File: src/rtl/fpei_pkg.sv
package fpei_pkg;
  typedef enum logic [1:0] {
    ACT_NONE   = 2'd0,
    ACT_EXEC   = 2'd1,
    ACT_REPORT = 2'd2,
    ACT_FREEZE = 2'd3
  } fpei_act_e;
endpackage

File: src/rtl/fpei_classify.sv
module fpei_classify
  import fpei_pkg::*;
(
  input  logic      issue_vld,
  input  logic      native_mode,
  input  logic      exc_pending,
  input  logic      ignore_err,
  input  logic      nowait_cls,
  output fpei_act_e act
);
  always_comb begin
    if (!issue_vld)        act = ACT_NONE;
    else if (!exc_pending) act = ACT_EXEC;
    else if (native_mode)  act = ACT_REPORT;
    else if (ignore_err)   act = ACT_EXEC;
    else if (nowait_cls)   act = ACT_EXEC;
    else                   act = ACT_FREEZE;
  end
endmodule

File: src/rtl/fpei_freeze.sv
module fpei_freeze (
  input  logic clk,
  input  logic rst,
  input  logic freeze_req,
  input  logic ext_intr,
  output logic frozen
);
  always_ff @(posedge clk) begin
    if (rst)                 frozen <= 1'b0;
    else if (frozen)         frozen <= !ext_intr;
    else if (freeze_req)     frozen <= 1'b1;
  end


  hold_until_intr_chk: assert property (@(posedge clk) disable iff (rst)
    frozen && !ext_intr |=> frozen);

  intr_release_chk: assert property (@(posedge clk) disable iff (rst)
    frozen && ext_intr |=> !frozen);
endmodule

File: src/rtl/fp_err_ignore_ctl.sv
module fp_err_ignore_ctl
  import fpei_pkg::*;
(
  input  logic clk,
  input  logic rst,
  input  logic native_mode,
  input  logic exc_pending,
  input  logic ignore_err,
  input  logic issue_vld,
  input  logic nowait_cls,
  input  logic ext_intr,
  output logic exec_ok,
  output logic stall,
  output logic report_exc
);
  fpei_act_e act;
  logic      frozen;
  logic      exec_q, report_q;

  fpei_classify u_cls (
    .issue_vld  (issue_vld),
    .native_mode(native_mode),
    .exc_pending(exc_pending),
    .ignore_err (ignore_err),
    .nowait_cls (nowait_cls),
    .act        (act)
  );

  fpei_freeze u_frz (
    .clk       (clk),
    .rst       (rst),
    .freeze_req(!frozen && act == ACT_FREEZE),
    .ext_intr  (ext_intr),
    .frozen    (frozen)
  );

  always_ff @(posedge clk) begin
    if (rst) begin
      exec_q   <= 1'b0;
      report_q <= 1'b0;
    end else begin
      exec_q   <= !frozen && act == ACT_EXEC;
      report_q <= !frozen && act == ACT_REPORT;
    end
  end

  assign exec_ok    = exec_q;
  assign report_exc = report_q;
  assign stall      = frozen;


  one_outcome_chk: assert property (@(posedge clk) disable iff (rst)
    $onehot0({exec_ok, stall, report_exc}));

  idle_quiet_chk: assert property (@(posedge clk) disable iff (rst)
    !issue_vld |=> !exec_ok && !report_exc);

  native_report_chk: assert property (@(posedge clk) disable iff (rst)
    !stall && issue_vld && exc_pending && native_mode |=> report_exc && !stall);

  no_pending_exec_chk: assert property (@(posedge clk) disable iff (rst)
    !stall && issue_vld && !exc_pending |=> exec_ok);
endmodule

File: config.mk
export PLATFORM = sky130hd
export DESIGN_NAME = fp_err_ignore_ctl
export DESIGN_NICKNAME = d
export VERILOG_FILES = /design/src/rtl/fpei_pkg.sv /design/src/rtl/fpei_classify.sv /design/src/rtl/fpei_freeze.sv /design/src/rtl/fp_err_ignore_ctl.sv
export SDC_FILE = /design/constraint.sdc
export NUM_CORES = 1
export LEC_CHECK = 0
export BUFFER_PORTS_ARGS = -buffer_cell sky130_fd_sc_hd__buf_2
export CAP_MARGIN = 5
export CORE_AREA = 4 4 41 43
export CTS_BUF_LIST = sky130_fd_sc_hd__clkbuf_2
export CTS_CLUSTER_DIAMETER = 50
export DETAILED_ROUTE_END_ITERATION = 6
export DIE_AREA = 0 0 45 47
export GPL_TIMING_DRIVEN = 0
export HOLD_SLACK_MARGIN = 0.08
export PLACE_DENSITY = 0.31
export REMOVE_ABC_BUFFERS = 1
export SETUP_SLACK_MARGIN = 0.2
export SLEW_MARGIN = 20
export SYNTH_ARGS = -nofsm -noshare
export SYNTH_HDL_FRONTEND = slang
export SYNTH_SLANG_ARGS = --single-unit
File: constraint.sdc
create_clock -name clk -period 0.88 [get_ports clk]
set_input_delay 0.088 -clock clk [delete_from_list [all_inputs] [get_ports clk]]
set_output_delay 0.088 -clock clk [all_outputs]
set_load 0.03 [all_outputs]
; ---- Word level (Yosys, flattened, before mapping)
; Cells that the tools add are included.
[totals]
rom_bits = 0
latchBits = 0
memories = 0
inputBits = 8
mem_bits_rw = 0
reg_bits = 3
[classes]
n_addsub = 0
n_reduce_logical = 5
n_mux = 7
mul = 0
div_mod_pow = 0
n_bitwise = 0
eq_ne = 3
shift = 0
magnitude_cmp = 0
[ops]
columns = operator, count
row1 = two-way mux 2 bit, 5
row2 = equality test 2 bit (second input constant), 2
row3 = logical AND 1 bit, 3
row4 = equality test 2 x 1 -> 1 bit (second input constant), 1
row5 = zero test 1 bit, 2
row6 = two-way mux 1 bit, 2

; ---- Logic depth before layout (Yosys ltp)
; Gate-level depths: netlist of run 1.
[depth]
ltp_word = 9
ltp_mapped = 2
depth_no_buf = 2

; ---- Modules after synthesis
; A second synthesis of run 1 with hierarchy kept.
[hier_totals]
cells_unflattened = 12
hier_area_um2 = 137.6
[modules_own_cells]
columns = module, n_inst, area_each_um2, seq_area_each_um2, cells_each
row1 = fp_err_ignore_ctl, 1, 67.6, 40.0, 5
row2 = fpei_freeze, 1, 48.8, 20.0, 4
row3 = fpei_classify, 1, 21.3, 0.0, 3

; ---- Worst setup path before layout of run 1
; No wires, ideal clock.
[synth_timing]
kind = reg2reg
start = reg u_frz.frozen
end = reg u_frz.frozen
arrival_ns = 0.943
path_stages_with_launch = 3
path_slack_ns = -0.164
period_less_slack_ns = 1.044
t_required_ns = 0.779
setup_ns = 0.101
path_cell_list = dfxtp_1 -> or3b_1 -> o41ai_1
[synth_between]
elab_chain_cells = 4
[synth_rtl]
columns = element, line_no
row1 = from (decl), fpei_freeze.sv:6  ; output logic frozen
row2 = from (signal assigned), fpei_freeze.sv:10  ; else if (frozen) frozen <= !ext_intr;
row3 = zero test 1 bit, fp_err_ignore_ctl.sv:32  ; .freeze_req(!frozen && act == ACT_FREEZE),
row4 = logical AND 1 bit, fp_err_ignore_ctl.sv:32
row5 = two-way mux 1 bit, fpei_freeze.sv:11  ; else if (freeze_req) frozen <= 1'b1;
row6 = two-way mux 1 bit (*), fpei_freeze.sv:10
; Mark *: on every way between the ends. The rest lies on a longest branch, timed or not.
; A chain may end at the register's enable or synchronous reset.

; ---- Worst setup path after layout of run 1
; Ends and elaborated chain as after synthesis.

==> impl_results.rst, run 1 <==
.. list-table::
   :header-rows: 1

   * - Metric
     - Value
   * - Remaining routing DRC violations
     - 0
   * - Max rail drop VDD
     - 0.425 mV
   * - Hold Startpoint
     - rst
   * - Share of post-route cells with drive strength above 1
     - 84.6%
   * - Post-route worst setup slack
     - approximately 15 ps
   * - Relative contribution of the clock network to total power
     - between 40% and 50%
   * - Hold Path Class
     - in2reg
   * - Worst Setup End Kind
     - flop
   * - Overall Global Routing Usage
     - under 10%
   * - Relative slew margins
     - ~84%
   * - Initial antenna violation count
     - 0
   * - Area share of the largest cell type after synthesis
     - about half
   * - Post-synthesis register bit count
     - 3
   * - Library cell with the highest instance count after synthesis
     - dfxtp_1
   * - Arrival time worst endpoint
     - around 970 ps
   * - Synth async-reset ratio
     - 0%
   * - Static power due to leakage
     - between 0.1 and 0.15 nW
   * - Internal Dissipation
     - a little under 0.3 mW
   * - Clock sinks
     - 3
   * - Maximum clock insertion buffer count
     - 2
   * - Post-synthesis sequential area ratio
     - around half
   * - Filler cell count in the final layout
     - 154
   * - Synth area leaders
     - dfxtp_1, a2111oi_2, nand4bb_1
   * - Combined area of all synthesized cells
     - 123 sq um
   * - Data required time of the worst path
     - between 900 and 1000 ps
   * - Critical Path Start Type
     - flop
   * - CORE AREA
     - approximately 1300 sq um
   * - Final count of hold timing violations
     - 0
   * - Post-synthesis to final-layout area growth
     - 122%
   * - Number of enable flip-flop cells after synthesis
     - 0
   * - Via count
     - approximately 140
   * - Clock root buffer master
     - clkbuf_2
   * - Mux contribution to synthesized area
     - 0%
   * - Period Utilization, post-route
     - just under 100%
   * - Horiz. Die Dim
     - roughly 45 microns
   * - Inserted Diodes
     - 0
   * - Post-route antenna net violation count
     - 0
   * - Synthesized-area fraction occupied by adder cells
     - 0%
   * - Number of violations reported at the end of detailed-routing iteration 0
     - 0
   * - Global-route wire length before repair
     - 586 microns
   * - Die Footprint
     - between 2000 and 2500 sq um
   * - Top achievable clock speed
     - between 1000 and 1500 MHz
   * - Detail-routed via count per cell
     - between 3 and 4
   * - Row count
     - 13
   * - Parity-gate share of the synthesized area counting xor and xnor cells
     - 0%
   * - Number of warnings reported in the yosys synthesis log
     - 0
   * - Period minus WS final
     - ~870 ps
   * - Share of total power in combinational logic
     - 16.1%
   * - Port Buf Inserts
     - 10
   * - Clock buffer count from CTS
     - 3
   * - Count of cell types in the netlist
     - 8
   * - Post-layout net count
     - 35
   * - Fraction of power spent switching nets
     - 26.6%
   * - RSZ-0062 raised after global routing
     - true
   * - Final-report max-slew violation count
     - 0
   * - Slew at the pin with the worst max-slew slack
     - about 240 ps
   * - PD cells
     - 1470 nW/um^2
   * - Total length of routed wires
     - approximately 350 microns
   * - Pin count of the biggest net entering global routing
     - 5
   * - Pre-antenna DRT Iters
     - 1
   * - Final-report setup violation count
     - 0
   * - Core utilization of the finished layout
     - a little over a fifth
   * - Skew-Pair Late Insertion Delay
     - about 200 ps
   * - CTS H-tree lvls
     - 1
   * - Via count of the first global-routing pass
     - between 150 and 200
   * - Global placer's final weighted congestion
     - 0.628
   * - Per-instance average area after synthesis
     - roughly 11 sq um
   * - Crit path launch
     - u_frz.frozen
   * - Area fraction in and, or, nand and nor cells after synthesis
     - between 10% and 20%
   * - Sequential Power Share
     - between 30% and 40%
   * - Cell taking the most area after synthesis
     - dfxtp_1
   * - Most used DFF post-synth
     - dfxtp_1
   * - Accumulated negative setup slack
     - 0 ps
   * - Net load switching power
     - 0.107 mW
   * - Setup WS pre-CTS
     - 7.15 ps
   * - Category of the most critical setup path
     - reg2reg
   * - Post-synthesis compound-gate area fraction
     - roughly a quarter
   * - Combinational family with the most area after synthesis
     - compound AO/OA/AOI/OAI gates
   * - Maximum capacitance violations
     - 0
   * - Clock tree from TritonCTS
     - done
   * - Commonest cells in the netlist
     - dfxtp_1, inv_1
   * - Run status
     - finished clean
   * - Synthesized netlist cell count
     - 11
   * - Die Y-Extent
     - approximately 47 microns
   * - Hold slack final
     - a little over 80 ps
   * - Maximum net fanout on the critical path
     - 4
   * - Grt total ovfl
     - 0
   * - Effective utilization at floorplan
     - 9.42%
   * - Largest clock skew in the final design
     - between 1.5 and 2 ps
   * - Worst r2r src
     - u_frz.frozen
   * - Per-cell routed wire length
     - about 8.5 microns
   * - Number of top-level pins
     - 11
   * - Clock transition at the registers of the reported paths
     - approximately 50 ps
==> layout make-up <==
type	count	area (sq um)	area share (%)
well taps	15	18.8	6.88
multi-input cells	6	86.3	31.7
clock buffers	4	20.0	7.34
flip-flops and latches	3	63.8	23.4
repair buffers	11	76.3	28.0
inverters	2	7.51	2.75
==> stage by stage <==
step	instance area, sq um	instances	total power, mW
6_report	273	41	0.402
5_1_grt	273	41	0.439
4_1_cts	238	41	0.400
3_5_place_dp	191	36	0.190
3_3_place_gp	191	36	0.190
2_1_floorplan	123	11	0.165
==> routing by layer <==
metal	track usage, %	routed length, microns	vias up
met1	3.61	139	61
met4	10.5	21	0
li1	-	-	70
met5	0	0	-
met3	1.53	35	2
met2	5.65	153	10
==> logic make-up after synthesis <==
logic type             after synthesis
AND/OR/NAND/NOR                      3
flip-flops                           3
buffers and inverters                2
AO/OA/AOI/OAI                        3
==> sequential cells by signal, summed over array words and instances (netlist names) <==
signal / cells
exec_ok: 1
report_exc: 1
u_frz.frozen: 1
==> cells in the final DEF (no fill, tap or decap) <==
cell type,synthesis,layout
a2111oi_2,1,1
buf_2,0,7
buf_4,0,1
buf_6,0,3
clkbuf_2,0,4
dfxtp_2,0,3
inv_1,2,2
nand4bb_4,0,1
nor2_4,0,1
o21bai_1,1,1
o41ai_2,0,1
or3b_1,1,1
==> critical path: stages (launching register included) <==
cell     delay [ps]
dfxtp_2         350
or3b_1          360
o41ai_2          60
==> power groups by stage <==
stage / sequential (mW) / combinational [mW] / clock [mW]
finish: 0.144 / 0.0648 / 0.193
global placement: 0.145 / 0.0452 / 0
floorplan: 0.154 / 0.0110 / 0
global route: 0.144 / 0.0698 / 0.225
detailed placement: 0.145 / 0.0454 / 0
CTS: 0.144 / 0.0525 / 0.203
==> worst paths after layout <==
kind / slack (ps) / cells after the start / to
hold / removal: 80 / 2 / exec_ok
hold reg to reg: 440 / 1 / exec_ok
setup reg to reg: 10 / 2 / u_frz.frozen
setup / recovery: 10 / 2 / u_frz.frozen
==> repair_timing <==
| action | in CTS | in global routing |
|---|---|---|
| setup buffers | 1 | 0 |
| endpoints found under the hold margin | 2 | 2 |
| endpoints found under the setup margin | 6 | 6 |
| resized for setup | 8 | 5 |
Note: power is estimated with default switching activity, not from simulation.
==> run 2: changes to the inputs <==
--- a/config.mk
+++ b/config.mk
@@ -14,10 +14,12 @@
 export DIE_AREA = 0 0 45 47
 export GPL_TIMING_DRIVEN = 0
 export HOLD_SLACK_MARGIN = 0.08
-export PLACE_DENSITY = 0.31
+export PLACE_DENSITY = 0.32
 export REMOVE_ABC_BUFFERS = 1
 export SETUP_SLACK_MARGIN = 0.2
 export SLEW_MARGIN = 20
 export SYNTH_ARGS = -nofsm -noshare
 export SYNTH_HDL_FRONTEND = slang
+export SYNTH_HIERARCHICAL = 1
 export SYNTH_SLANG_ARGS = --single-unit
+export TNS_END_PERCENT = 100
==> impl_results.rst, run 2 <==
.. list-table::
   :header-rows: 1

   * - Metric
     - Value
   * - Inserted Diodes
     - 0
   * - Clock transition at the registers of the reported paths
     - ~50 ps
   * - Global routing met1 resource utilization
     - approximately 3.6%
   * - Die Y-Extent
     - about 47 microns
   * - Maximum capacitance violations
     - 0
   * - Setup WS pre-CTS
     - -89.8 ps
   * - Clock buffer count from CTS
     - 3
   * - Area share of the largest cell type after synthesis
     - 43.6%
   * - Synth area leaders
     - dfxtp_1, nor4b_1, nand2b_4
   * - PD cells
     - 1560 nW/um^2
   * - Arrival time worst endpoint
     - 960 ps
   * - Peak per-stage delay on the critical path
     - roughly 360 ps
   * - Cell taking the most area after synthesis
     - dfxtp_1
   * - Global placer's final weighted congestion
     - 0.657
   * - Top achievable clock speed
     - 1220 MHz
   * - Final-report max-slew violation count
     - 0
   * - Slew at the pin with the worst max-slew slack
     - between 200 and 300 ps
   * - Period Utilization, post-route
     - between 90 and 100%
   * - Synthesized netlist cell count
     - 12
   * - Horiz. Die Dim
     - between 40 and 50 microns
   * - # Post-CTS Setup Buffers
     - 0
   * - Met2 usage
     - under 10%
   * - Post-Layout Cell Count
     - 41
   * - Post-route antenna net violation count
     - 0
   * - Die Footprint
     - 2120 sq um
   * - Final-report setup violation count
     - 0
   * - Busiest metal layer after global routing
     - met4
   * - Combined area of all synthesized cells
     - approximately 140 sq um
   * - Commonest cells in the netlist
     - dfxtp_1, nor4b_1
   * - Clock root buffer master
     - clkbuf_2
   * - Number of violations reported at the end of detailed-routing iteration 0
     - 1
   * - Initial antenna violation count
     - 0
   * - Top library cells by usage in the layout, fill and taps aside
     - buf_2, clkbuf_2, buf_6, nor4b_1, dfxtp_2
   * - Number of enable flip-flop cells after synthesis
     - 0
   * - Overall Global Routing Usage
     - under 10%
   * - Maximum clock insertion buffer count
     - 2
   * - Flop-to-flop setup slack
     - approximately 58 ps
   * - Number of top-level pins
     - 11
   * - Number of warnings reported in the yosys synthesis log
     - 6
   * - RSZ-0062 raised after global routing
     - true
   * - Commonest non-fill, non-tap cell in the layout
     - buf_2
   * - Hold Path Class
     - in2reg
   * - Largest clock skew in the final design
     - roughly 4.7 ps
   * - Cell Chain, Critical Path
     - and3b_2, nand2b_4, a21oi_2
   * - Critical Path Start Type
     - flop
   * - Dpl cells
     - 37
   * - Placed instance area
     - just over 200 sq um
   * - Run status
     - finished clean
   * - Pin count of the biggest net entering global routing
     - 7
   * - Worst Setup End Kind
     - flop
   * - Per-instance average area after synthesis
     - 11.5 sq um
   * - Core utilization of the finished layout
     - between 10% and 20%
   * - Final Cell Area
     - 251 sq um
   * - Post-synthesis to final-layout area growth
     - 82.7%
   * - Global-route wire length before repair
     - 593 microns
   * - Synth async-reset ratio
     - 0%
   * - CORE AREA
     - approximately 1300 sq um
   * - Most used DFF post-synth
     - dfxtp_1
   * - Grt total ovfl
     - 0
   * - Effective utilization at floorplan
     - between 10% and 20%
   * - Total length of routed wires
     - approximately 350 microns
   * - CTS H-tree lvls
     - 1
   * - Post-synthesis sequential area ratio
     - between 40% and 50%
   * - Static power due to leakage
     - between 0.1 and 0.15 nW
   * - Pre-antenna DRT Iters
     - 2
   * - Per-cell routed wire length
     - between 8 and 9 microns
   * - Remaining routing DRC violations
     - 0
   * - Max rail drop VDD
     - slightly above 0.7 mV
   * - Port Buf Inserts
     - 10
   * - Period minus WS final
     - 822 ps
   * - Share of post-route cells with drive strength above 1
     - a little under 80%
   * - Post-route worst setup slack
     - 58.4 ps
   * - Count of cell types in the netlist
     - 9
   * - Slowest CP cell
     - dfxtp_4
   * - Row count
     - 13
   * - Clock tree from TritonCTS
     - done
   * - Post-layout net count
     - 35
   * - Maximum net fanout on the critical path
     - 6
   * - Post-synthesis register bit count
     - 3
   * - Skew-Pair Late Insertion Delay
     - about 200 ps
   * - Final count of hold timing violations
     - 0
   * - Detail-routed via count per cell
     - approximately 3.5
   * - Via count
     - about 140
   * - Met3 global-route usage
     - 3.83%
   * - Category of the most critical setup path
     - reg2reg
   * - Data required time of the worst path
     - 1020 ps
   * - Library cell with the highest instance count after synthesis
     - dfxtp_1
   * - Clock sinks
     - 3
   * - Total power consumption of the routed design
     - around 0.4 mW
   * - Via count of the first global-routing pass
     - about 160
   * - Relative slew margins
     - 79.9%
## run 2: path summary, 6_finish.rpt
check,start,to,depth (start not counted)
max reg2reg,u_frz/frozen,u_frz/frozen,3
max,u_frz/frozen,u_frz/frozen,3
min reg2reg,u_frz/frozen,exec_ok,1
min,rst,u_frz/frozen,2
## run 2: cells by family (layout without fill, tap and decap cells)
| family | count (synthesis) | in the layout | synth area share, % |
|---|---|---|---|
| flops | 3 | 3 | 43.6 |
| buf+inv | 0 | 14 | 0 |
| simple gates | 6 | 6 | 37.3 |
| compound gates | 3 | 3 | 19.1 |
## run 2: power breakdown
part	switching, mW	internal, mW
registers	0.00331	0.140
logic	0.0254	0.0305
clock network	0.0735	0.120
## run 2: per-layer routing
layer / up-vias / share of wire, %
met5: - / 0
met4: 0 / 6.6
met3: 4 / 18
met2: 11 / 32
met1: 57 / 42
li1: 72 / -
## run 2: metrics by stage
stage               hold WS [ps]  setup TNS (ps)
floorplan                    150            -147
global route                31.6               0
global placement             280           -75.3
CTS                         46.6               0
detailed placement           285           -89.8
finish                      58.8               0
## run 2: timing repair
item                                    4_1_cts  5_1_grt
pin swaps                                     1        0
cloned                                        0        0
gates resized for setup                      10        0
hold endpoints to repair                      3        3
endpoints found under the setup margin        6        6
## run 2: area by class of cell
class	count	area, sq um
Tap cell	15	18.8
Clock buffer	4	20.0
Timing Repair Buffer	10	68.8
Sequential cell	3	66.3
Multi-Input combinational cell	9	77.6
Fill cell	152	1050
## run 2: worst max-delay path, delay by kind of cell, from the launching register on
family	cells	cell delay [ps]
AND/OR/NAND/NOR	2	300
AO/OA/AOI/OAI	1	90
flip-flops	1	360
